==> src/rtl/wf_pkg.sv <==
package wf_pkg;
  // Actuator command strobes handed from control to datapath.
  typedef struct packed {
    logic fwd;
    logic left;
    logic right;
  } act_t;

  // Full build, 3-bit codes
  localparam logic [2:0] F_SEARCH = 3'b000;
  localparam logic [2:0] F_AHEAD  = 3'b001;
  localparam logic [2:0] F_HUG    = 3'b010;
  localparam logic [2:0] F_LOST   = 3'b011;
  localparam logic [2:0] F_GAP    = 3'b100;

  // Compact build, 2-bit codes
  localparam logic [1:0] C_SEARCH = 2'b00;
  localparam logic [1:0] C_AHEAD  = 2'b01;
  localparam logic [1:0] C_HUG    = 2'b10;
  localparam logic [1:0] C_VEER   = 2'b11;

  localparam act_t ACT_SEARCH = '{fwd: 1'b1, left: 1'b0, right: 1'b0};
  localparam act_t ACT_AHEAD  = '{fwd: 1'b0, left: 1'b1, right: 1'b0};
  localparam act_t ACT_HUG    = '{fwd: 1'b1, left: 1'b1, right: 1'b0};
  localparam act_t ACT_VEER   = '{fwd: 1'b1, left: 1'b0, right: 1'b1};
  localparam act_t ACT_IDLE   = '{fwd: 1'b0, left: 1'b0, right: 1'b0};
endpackage

==> src/rtl/wf_state.sv <==
module wf_state #(
  parameter int SW = 3
) (
  input  logic          clk,
  input  logic          rst,
  input  logic [SW-1:0] stateD,
  output logic [SW-1:0] stateQ
);
  // Code zero is the searching state in both builds.
  always_ff @(posedge clk) begin
    if (rst) stateQ <= '0;
    else     stateQ <= stateD;
  end
endmodule

==> src/rtl/wf_ctrl.sv <==
module wf_ctrl
  import wf_pkg::*;
#(
  parameter bit MERGED = 1'b0,
  parameter int SW = MERGED ? 2 : 3
) (
  input  logic [SW-1:0] stateQ,
  input  logic          senseL,
  input  logic          senseR,
  output logic [SW-1:0] stateD,
  output act_t          act
);
  generate
    if (MERGED) begin : g_compact
      always_comb begin
        stateD = C_SEARCH;
        act    = ACT_IDLE;
        case (stateQ)
          C_SEARCH: begin
            act    = ACT_SEARCH;
            stateD = (senseL || senseR) ? C_AHEAD : C_SEARCH;
          end
          C_AHEAD: begin
            act = ACT_AHEAD;
            if (senseL)      stateD = C_AHEAD;
            else if (senseR) stateD = C_HUG;
            else             stateD = C_VEER;
          end
          C_HUG: begin
            act = ACT_HUG;
            if (senseL)      stateD = C_AHEAD;
            else if (senseR) stateD = C_HUG;
            else             stateD = C_VEER;
          end
          default: begin
            act    = ACT_VEER;
            stateD = senseR ? C_HUG : C_VEER;
          end
        endcase
      end
    end else begin : g_full
      always_comb begin
        stateD = F_SEARCH;
        act    = ACT_IDLE;
        case (stateQ)
          F_SEARCH: begin
            act    = ACT_SEARCH;
            stateD = (senseL || senseR) ? F_AHEAD : F_SEARCH;
          end
          F_AHEAD: begin
            act = ACT_AHEAD;
            if (senseL)      stateD = F_AHEAD;
            else if (senseR) stateD = F_HUG;
            else             stateD = F_LOST;
          end
          F_HUG: begin
            act = ACT_HUG;
            if (senseL)      stateD = F_AHEAD;
            else if (senseR) stateD = F_HUG;
            else             stateD = F_LOST;
          end
          F_LOST: begin
            act    = ACT_VEER;
            stateD = senseR ? F_HUG : F_GAP;
          end
          F_GAP: begin
            act    = ACT_VEER;
            stateD = senseR ? F_HUG : F_GAP;
          end
          default: begin
            act    = ACT_IDLE;
            stateD = F_SEARCH;
          end
        endcase
      end
    end
  endgenerate
endmodule

==> src/rtl/wall_follower.sv <==
module wall_follower
  import wf_pkg::*;
#(
  parameter bit MERGED = 1'b0
) (
  input  logic clk,
  input  logic rst,
  input  logic senseLeft,
  input  logic senseRight,
  output logic stepFwd,
  output logic veerLeft,
  output logic veerRight
);
  localparam int SW = MERGED ? 2 : 3;

  logic [SW-1:0] stateQ;
  logic [SW-1:0] stateD;
  act_t          act;

  wf_ctrl #(.MERGED(MERGED), .SW(SW)) u_ctrl (
    .stateQ(stateQ),
    .senseL(senseLeft),
    .senseR(senseRight),
    .stateD(stateD),
    .act(act)
  );

  wf_state #(.SW(SW)) u_state (
    .clk(clk),
    .rst(rst),
    .stateD(stateD),
    .stateQ(stateQ)
  );

  assign stepFwd   = act.fwd;
  assign veerLeft  = act.left;
  assign veerRight = act.right;
endmodule

==> config.mk <==
export PLATFORM = sky130hd
export DESIGN_NAME = wall_follower
export DESIGN_NICKNAME = d
export VERILOG_FILES = /design/src/rtl/wf_pkg.sv /design/src/rtl/wf_state.sv /design/src/rtl/wf_ctrl.sv /design/src/rtl/wall_follower.sv
export SDC_FILE = /design/constraint.sdc
export NUM_CORES = 1
export LEC_CHECK = 0
export BUFFER_PORTS_ARGS = -buffer_cell sky130_fd_sc_hd__clkbuf_2
export CAP_MARGIN = 10
export CELL_PAD_IN_SITES_DETAIL_PLACEMENT = 0
export CELL_PAD_IN_SITES_GLOBAL_PLACEMENT = 1
export CORE_AREA = 5 5 42 44
export CTS_CLUSTER_DIAMETER = 60
export DETAILED_ROUTE_END_ITERATION = 7
export DIE_AREA = 0 0 47 49
export PLACE_DENSITY = 0.48
export SETUP_SLACK_MARGIN = 0.4
export SKIP_LAST_GASP = 1
export SYNTH_ARGS = -nofsm -noshare
export SYNTH_HDL_FRONTEND = slang
export SYNTH_SLANG_ARGS = --single-unit
==> constraint.sdc <==
create_clock -name clk -period 1.2 [get_ports clk]
set_input_delay 0.06 -clock clk [delete_from_list [all_inputs] [get_ports clk]]
set_output_delay 0.06 -clock clk [all_outputs]
set_load 0.05 [all_outputs]
==> flow_summary.json, run 1 <==
{
  "status": "finished, final reports clean",
  "synth_cell_type_count": 17,
  "yosys-top-cells-area": "dfxtp_1 (28%), buf_6 (11%), nor2_1 (7.1%)",
  "rsz0062_at_grt": "true",
  "finish.net_count": 44,
  "clkTransAtPathRegs_ps": 40,
  "cp.arrival_ps": 1060,
  "ctsHtreeMaxLevel": 1,
  "die_h_um": 49,
  "crit_path_start_kind": "flip-flop",
  "cts.sinks": 3,
  "cts_made_buffers": 3,
  "fmax_ghz": 0.896,
  "gp_congestion": 0.691,
  "via_per_inst": 4.16,
  "comb_power_share": 0.345,
  "syn_nets": 30,
  "core_mm2": 0.00140,
  "finalHoldViolCount": 0,
  "drt_iter0_markers": 0,
  "start_util": 0.152,
  "grt_first_pass_wirelength_um": 841,
  "setup_viol": 0,
  "yosysWarnings": 0,
  "clock_skew_ps": 0.187,
  "maxSlewViolCount": 0,
  "totalPowerFinal_mw": 0.455,
  "num_io_pins": 7,
  "insertion_delay_ps": 230,
  "rows": 14,
  "area_delta_synth_final_pct": 92.9,
  "swShare": 0.325,
  "ant_nets": 0,
  "synthesis.area_um2": 213,
  "grt_pass1_vias": 209,
  "leakage_nw": 0.167,
  "post-route-min-period_ps": 1120,
  "critPathKind": "reg2out",
  "die_area_mm2": 0.00230,
  "drt_pass1_iterations": 1,
  "seq_power_share": 0.272,
  "reg.largest.list": "u_state.stateQ: 3 flops",
  "track_usage": 0.0535,
  "synth_area_per_cell_um2": 8.18,
  "yosysTopAreaCell": "dfxtp_1",
  "cts_tree": "built",
  "wire_per_inst_um": 9.71,
  "yosysTopAreaCellShare": 0.282,
  "drv_cap": 0,
  "largest_reg_flops": 3,
  "worstPathRequired_ps": 1140,
  "antenna_cells": 0,
  "intPower_mw": 0.307,
  "clkPwrFrac": 0.383,
  "grt_max_degree": 10,
  "cts_root_buf": "clkbuf_4",
  "clock_path_buffers": 2,
  "hold_class": "in2reg",
  "wl_um": 534,
  "overflow": 0,
  "worst_pin_slew_ps": 197,
  "relSlewSlack": 0.868,
  "min_period_over_period": 0.930,
  "fp.dieW_um": 47,
  "cp-end-kind": "output pin",
  "ir_drop_uv": 385,
  "powerDensity_mw_per_mm2": 1110,
  "crit_fanout": 6,
  "finalSetupTns_ps": 0,
  "portBuffers": 6,
  "drc": 0,
  "power.switching_mw": 0.148,
  "syn_inst": 26,
  "antenna_found_initial": 0,
  "largest-register": "u_state.stateQ",
  "drive_gt1_frac": 0.667,
  "synth-seq-cells": 3,
  "vias": 229,
  "synth_seq_area_share": 0.282
}
path summary, 6_finish.rpt:
| path | startpoint | slack, ps | endpoint | depth (start not counted) |
|---|---|---|---|---|
| worst max-delay path | u_state.stateQ[1]$_SDFF_PP0_ | 80 | stepFwd | 2 |
| worst min-delay path | rst | 20 | u_state.stateQ[2]$_SDFF_PP0_ | 2 |
| worst max register to register | u_state.stateQ[1]$_SDFF_PP0_ | 160 | u_state.stateQ[0]$_SDFF_PP0_ | 4 |
| worst min register to register | u_state.stateQ[2]$_SDFF_PP0_ | 540 | u_state.stateQ[2]$_SDFF_PP0_ | 2 |
cell families (layout without fill, tap and decap cells):
family          Yosys count  in the layout  synth area share
compound gates            6              6             0.171
simple gates             13             13             0.353
buf+inv                   2             15             0.106
flops                     3              3             0.282
xor+xnor                  1              1            0.0412
mux                       1              1            0.0471
power groups by stage:
stage	Clock [mW]	Sequential, mW	Combinational (mW)
2_1_floorplan	0	0.112	0.109
3_3_place_gp	0	0.128	0.106
3_5_place_dp	0	0.128	0.106
4_1_cts	0.179	0.125	0.137
5_1_grt	0.198	0.126	0.166
6_report	0.174	0.124	0.157
synthesized netlist by cell type (all sizes together):
cell	number
xnor2	1
and2	1
and3	1
nor2b	2
o21bai	1
a211oi	1
a21oi	1
nor3	1
nand3b	1
mux2i	1
o21ai	2
nor2	4
buf	2
nand2	2
a31oi	1
nor4b	1
dfxtp	3
what timing repair did:
action                     in CTS  in global routing
pin swaps                       1                  4
buffers inserted                2                  3
setup endpoints to repair       6                  6
hold buffers                    0                  0
resized for setup              12                  6
cell usage in the layout (no fill, tap or decap), drive strengths merged:
cell type and n:
xnor2 1, a21oi 1, o21bai 1, buf 7, and3 1, nor2b 2, mux2i 1, nor4b 1
a211oi 1, and2 1, nor2 4, clkbuf 8, o21ai 2, nand3b 1, a31oi 1, nor3 1
nand2 2, dfxtp 3
metrics by stage:
step           utilization  instance area, um^2  setup WS [ps]  hold WS (ps)  cells
3_5_place_dp         0.195                  273           70.8           257     46
2_1_floorplan            -                  245            277           122     26
5_1_grt              0.293                  410           31.9          16.2     55
4_1_cts              0.264                  370           67.2          14.5     52
6_report             0.293                  410           84.4          24.6     55
3_3_place_gp         0.195                  273           89.7           257     46
cell type report:
type / count / area [um^2]
fill: 157 / 991
multi-input combinational: 21 / 189
timing repair buffer: 11 / 104
sequential: 3 / 71.3
clock buffer: 4 / 26.3
tap: 16 / 20.0
worst max-delay path: stages, from the launching register on:
cell and delay (ps):
dfxtp_4 410, mux2i_4 250, buf_8 160
routing by layer:
metal  global-route usage  vias to the layer above  routed length (um)
met4               0.0553                        0                   0
li1                     -                      117                   -
met2               0.0656                        5                 303
met5                    0                        -                   0
met3               0.0295                        0                  29
met1               0.0592                      107                 200
Note: power is estimated with default switching activity, not from simulation.
==> run 2, diff against run 1 <==
ABC_AREA = 1   (was default)
PLACE_DENSITY = 0.45   (was 0.48)
==> run 2 against run 1 <==
- cell count down 3.6%
- flip-flop and latch count unchanged
- global-route usage down 0.21 points
- clock power about the same
- first-iteration DRC count up 3
- worst setup slack better by 42 ps
- final area down 20%
- critical path depth up 4
- die area unchanged
==> flow_summary.json, run 2 <==
{
  "seq_power_share": 0.248,
  "yosys-top-cells-area": "dfxtp_1 (36%), nand2_1 (11%), inv_1 (9.0%)",
  "drc": 0,
  "die_area_mm2": 0.00230,
  "largest-register": "u_state.stateQ",
  "synth_seq_area_share": 0.361,
  "synthTopCellsByCount": "nand2_1 (5), inv_1 (4), dfxtp_1 (3)",
  "post_dp_cell_area_um2": 226,
  "ctsHtreeMaxLevel": 1,
  "overflow": 0,
  "holdWs_ps": 27.2,
  "fmax_ghz": 0.932,
  "drive_gt1_frac": 0.757,
  "synth_area_per_cell_um2": 6.66,
  "drt_iter0_markers": 3,
  "power.switching_mw": 0.165,
  "yosysTopAreaCellShare": 0.361,
  "largest_reg_flops": 3,
  "crit_fanout": 3,
  "core_mm2": 0.00140,
  "cts_made_buffers": 3,
  "synthesis.area_um2": 166,
  "insertion_delay_ps": 230,
  "leakage_nw": 0.155,
  "cts_root_buf": "clkbuf_4",
  "dp_slack_ps": 186,
  "num_io_pins": 7,
  "hp-start": "rst",
  "design_area_um2": 330,
  "yosys_most_used_dff": "dfxtp_1",
  "finalHoldViolCount": 0,
  "post-route-worst-setup-slack_ps": 127,
  "gp_congestion": 0.733,
  "yosysWarnings": 0,
  "final_cells": 53,
  "cts.sinks": 3,
  "powerDensity_mw_per_mm2": 1430,
  "final_cell_mix": "nand2_4 (3), inv_2 (3), clkbuf_4 (3), clkbuf_2 (3), buf_8 (3)",
  "fin_util": 0.236,
  "comb_power_share": 0.387,
  "drt_pass1_iterations": 4,
  "min_period_over_period": 0.894,
  "wire_per_inst_um": 8.55,
  "rows": 14,
  "setup_viol": 0,
  "post-route-min-period_ps": 1070,
  "totalPowerFinal_mw": 0.472,
  "post-dp-hpwl_um": 333,
  "finish.net_count": 42,
  "clock_path_buffers": 2,
  "die_h_um": 49,
  "cts_tree": "built",
  "vias": 194,
  "intPower_mw": 0.308,
  "regToRegSetupSlack_ps": 320,
  "rsz0062_at_grt": "true",
  "synth-seq-cells": 3,
  "swShare": 0.348,
  "reg.largest.list": "u_state.stateQ: 3 flops",
  "synth_most_common_cell": "nand2_1",
  "fp.dieW_um": 47,
  "syn_inst": 25,
  "ys_async_sr_fraction": 0,
  "grt_pass1_vias": 208,
  "worstPathRequired_ps": 1140,
  "clkTransAtPathRegs_ps": 40,
  "ant_nets": 0,
  "status": "finished, final reports clean",
  "wl_um": 453,
  "cp-end-kind": "output pin",
  "crit_chain": "inv_2 -> nand2_4 -> nand2_4 -> nand2_2 -> inv_2 -> buf_8",
  "hold_class": "in2reg",
  "rr_startpoint": "u_state.stateQ[1]$_SDFF_PP0_",
  "area_delta_synth_final_pct": 98.5,
  "portBuffers": 6,
  "cp_slowest_cell": "dfxtp_2",
  "worstRegToRegCells": 5,
  "drv_cap": 0,
  "ir_drop_uv": 451,
  "r2r-end": "u_state.stateQ[0]$_SDFF_PP0_",
  "worst_pin_slew_ps": 176,
  "cp.arrival_ps": 1010,
  "antenna_found_initial": 0,
  "grt_first_pass_wirelength_um": 779,
  "synth_edf_count": 0,
  "register_area_um2": 66.3,
  "synth_cell_type_count": 14,
  "via_per_inst": 3.66,
  "syn_nets": 29,
  "n_fill_cell": 164,
  "critPathKind": "reg2out",
  "crit_path_start_kind": "flip-flop",
  "maxSlewViolCount": 0,
  "relSlewSlack": 0.883,
  "yosysTopAreaCell": "dfxtp_1",
  "clock_skew_ps": 3.06,
  "multi_input_area_um2": 121,
  "holdPathStages": 2,
  "place_inst": 47,
  "max_stage_delay_ps": 350,
  "track_usage": 0.0513,
  "clkPwrFrac": 0.365,
  "min_to": "u_state.stateQ[0]$_SDFF_PP0_",
  "finalSetupTns_ps": 0,
  "grt_max_degree": 5,
  "antenna_cells": 0,
  "start_util": 0.119
}
==> run 2: cell count changes in the layout (fill, tap and decap cells not counted), sizes merged, moves of 2 or more <==
cell,change
inv,+5
nand2,+5
buf,-2
nand3,+2
nor2,-2
nor2b,-2
==> run 2: power by group through the flow <==
stage | registers, mW | clock network (mW) | logic [mW]
finish | 0.117 | 0.172 | 0.183
floorplan | 0.115 | 0 | 0.101
global placement | 0.116 | 0 | 0.130
global route | 0.118 | 0.197 | 0.194
CTS | 0.118 | 0.180 | 0.168
detailed placement | 0.116 | 0 | 0.130
==> run 2: worst max-delay path by stage <==
stage	startpoint	end	slack (ps)	cells past startpoint
after global routing	u_state.stateQ[1]$_SDFF_PP0_	veerRight	70	6
after detailed placement	u_state.stateQ[1]$_SDFF_PP0_	veerRight	190	6
final	u_state.stateQ[0]$_SDFF_PP0_	veerRight	130	6
after global placement	u_state.stateQ[1]$_SDFF_PP0_	veerRight	180	6
after floorplan	u_state.stateQ[0]$_SDFF_PP0_	u_state.stateQ[0]$_SDFF_PP0_	190	5
after CTS	u_state.stateQ[1]$_SDFF_PP0_	veerRight	90	6
==> run 2: area by class of cell <==
type                    instances  share of cell area
clock buffers                   4              0.0795
inverters                       5              0.0644
multi-input cells              17               0.367
flip-flops and latches          3               0.201
well taps                      16              0.0606
repair buffers                  8               0.227
==> run 2: cells by family after synthesis <==
family	share of synthesized area
AOI/OAI and AO/OA	0.113
buffers and inverters	0.113
DFF	0.361
and+or+nand+nor	0.414
==> run 2: critical path, delay by kind of cell (launching register included) <==
| family | cells | cell delay, ps |
|---|---|---|
| DFF | 1 | 350 |
| buffers and inverters | 3 | 230 |
| and+or+nand+nor | 3 | 200 |
==> run 2: layer usage <==
layer | routed length [um] | track usage | up-vias | share of wire
li1 | - | - | 104 | -
met1 | 172 | 0.0438 | 84 | 0.38
met2 | 244 | 0.0656 | 6 | 0.54
met3 | 36 | 0.0443 | 0 | 0.079
met4 | 0 | 0.0553 | 0 | 0
met5 | 0 | 0 | - | 0
==> run 2: timing repair <==
action / in CTS / in global routing
endpoints found under the hold margin: 0 / 0
hold buffers: 0 / 0
setup buffers: 1 / 1
pin swaps: 3 / 5
resized for setup: 15 / 8
endpoints found under the setup margin: 6 / 6
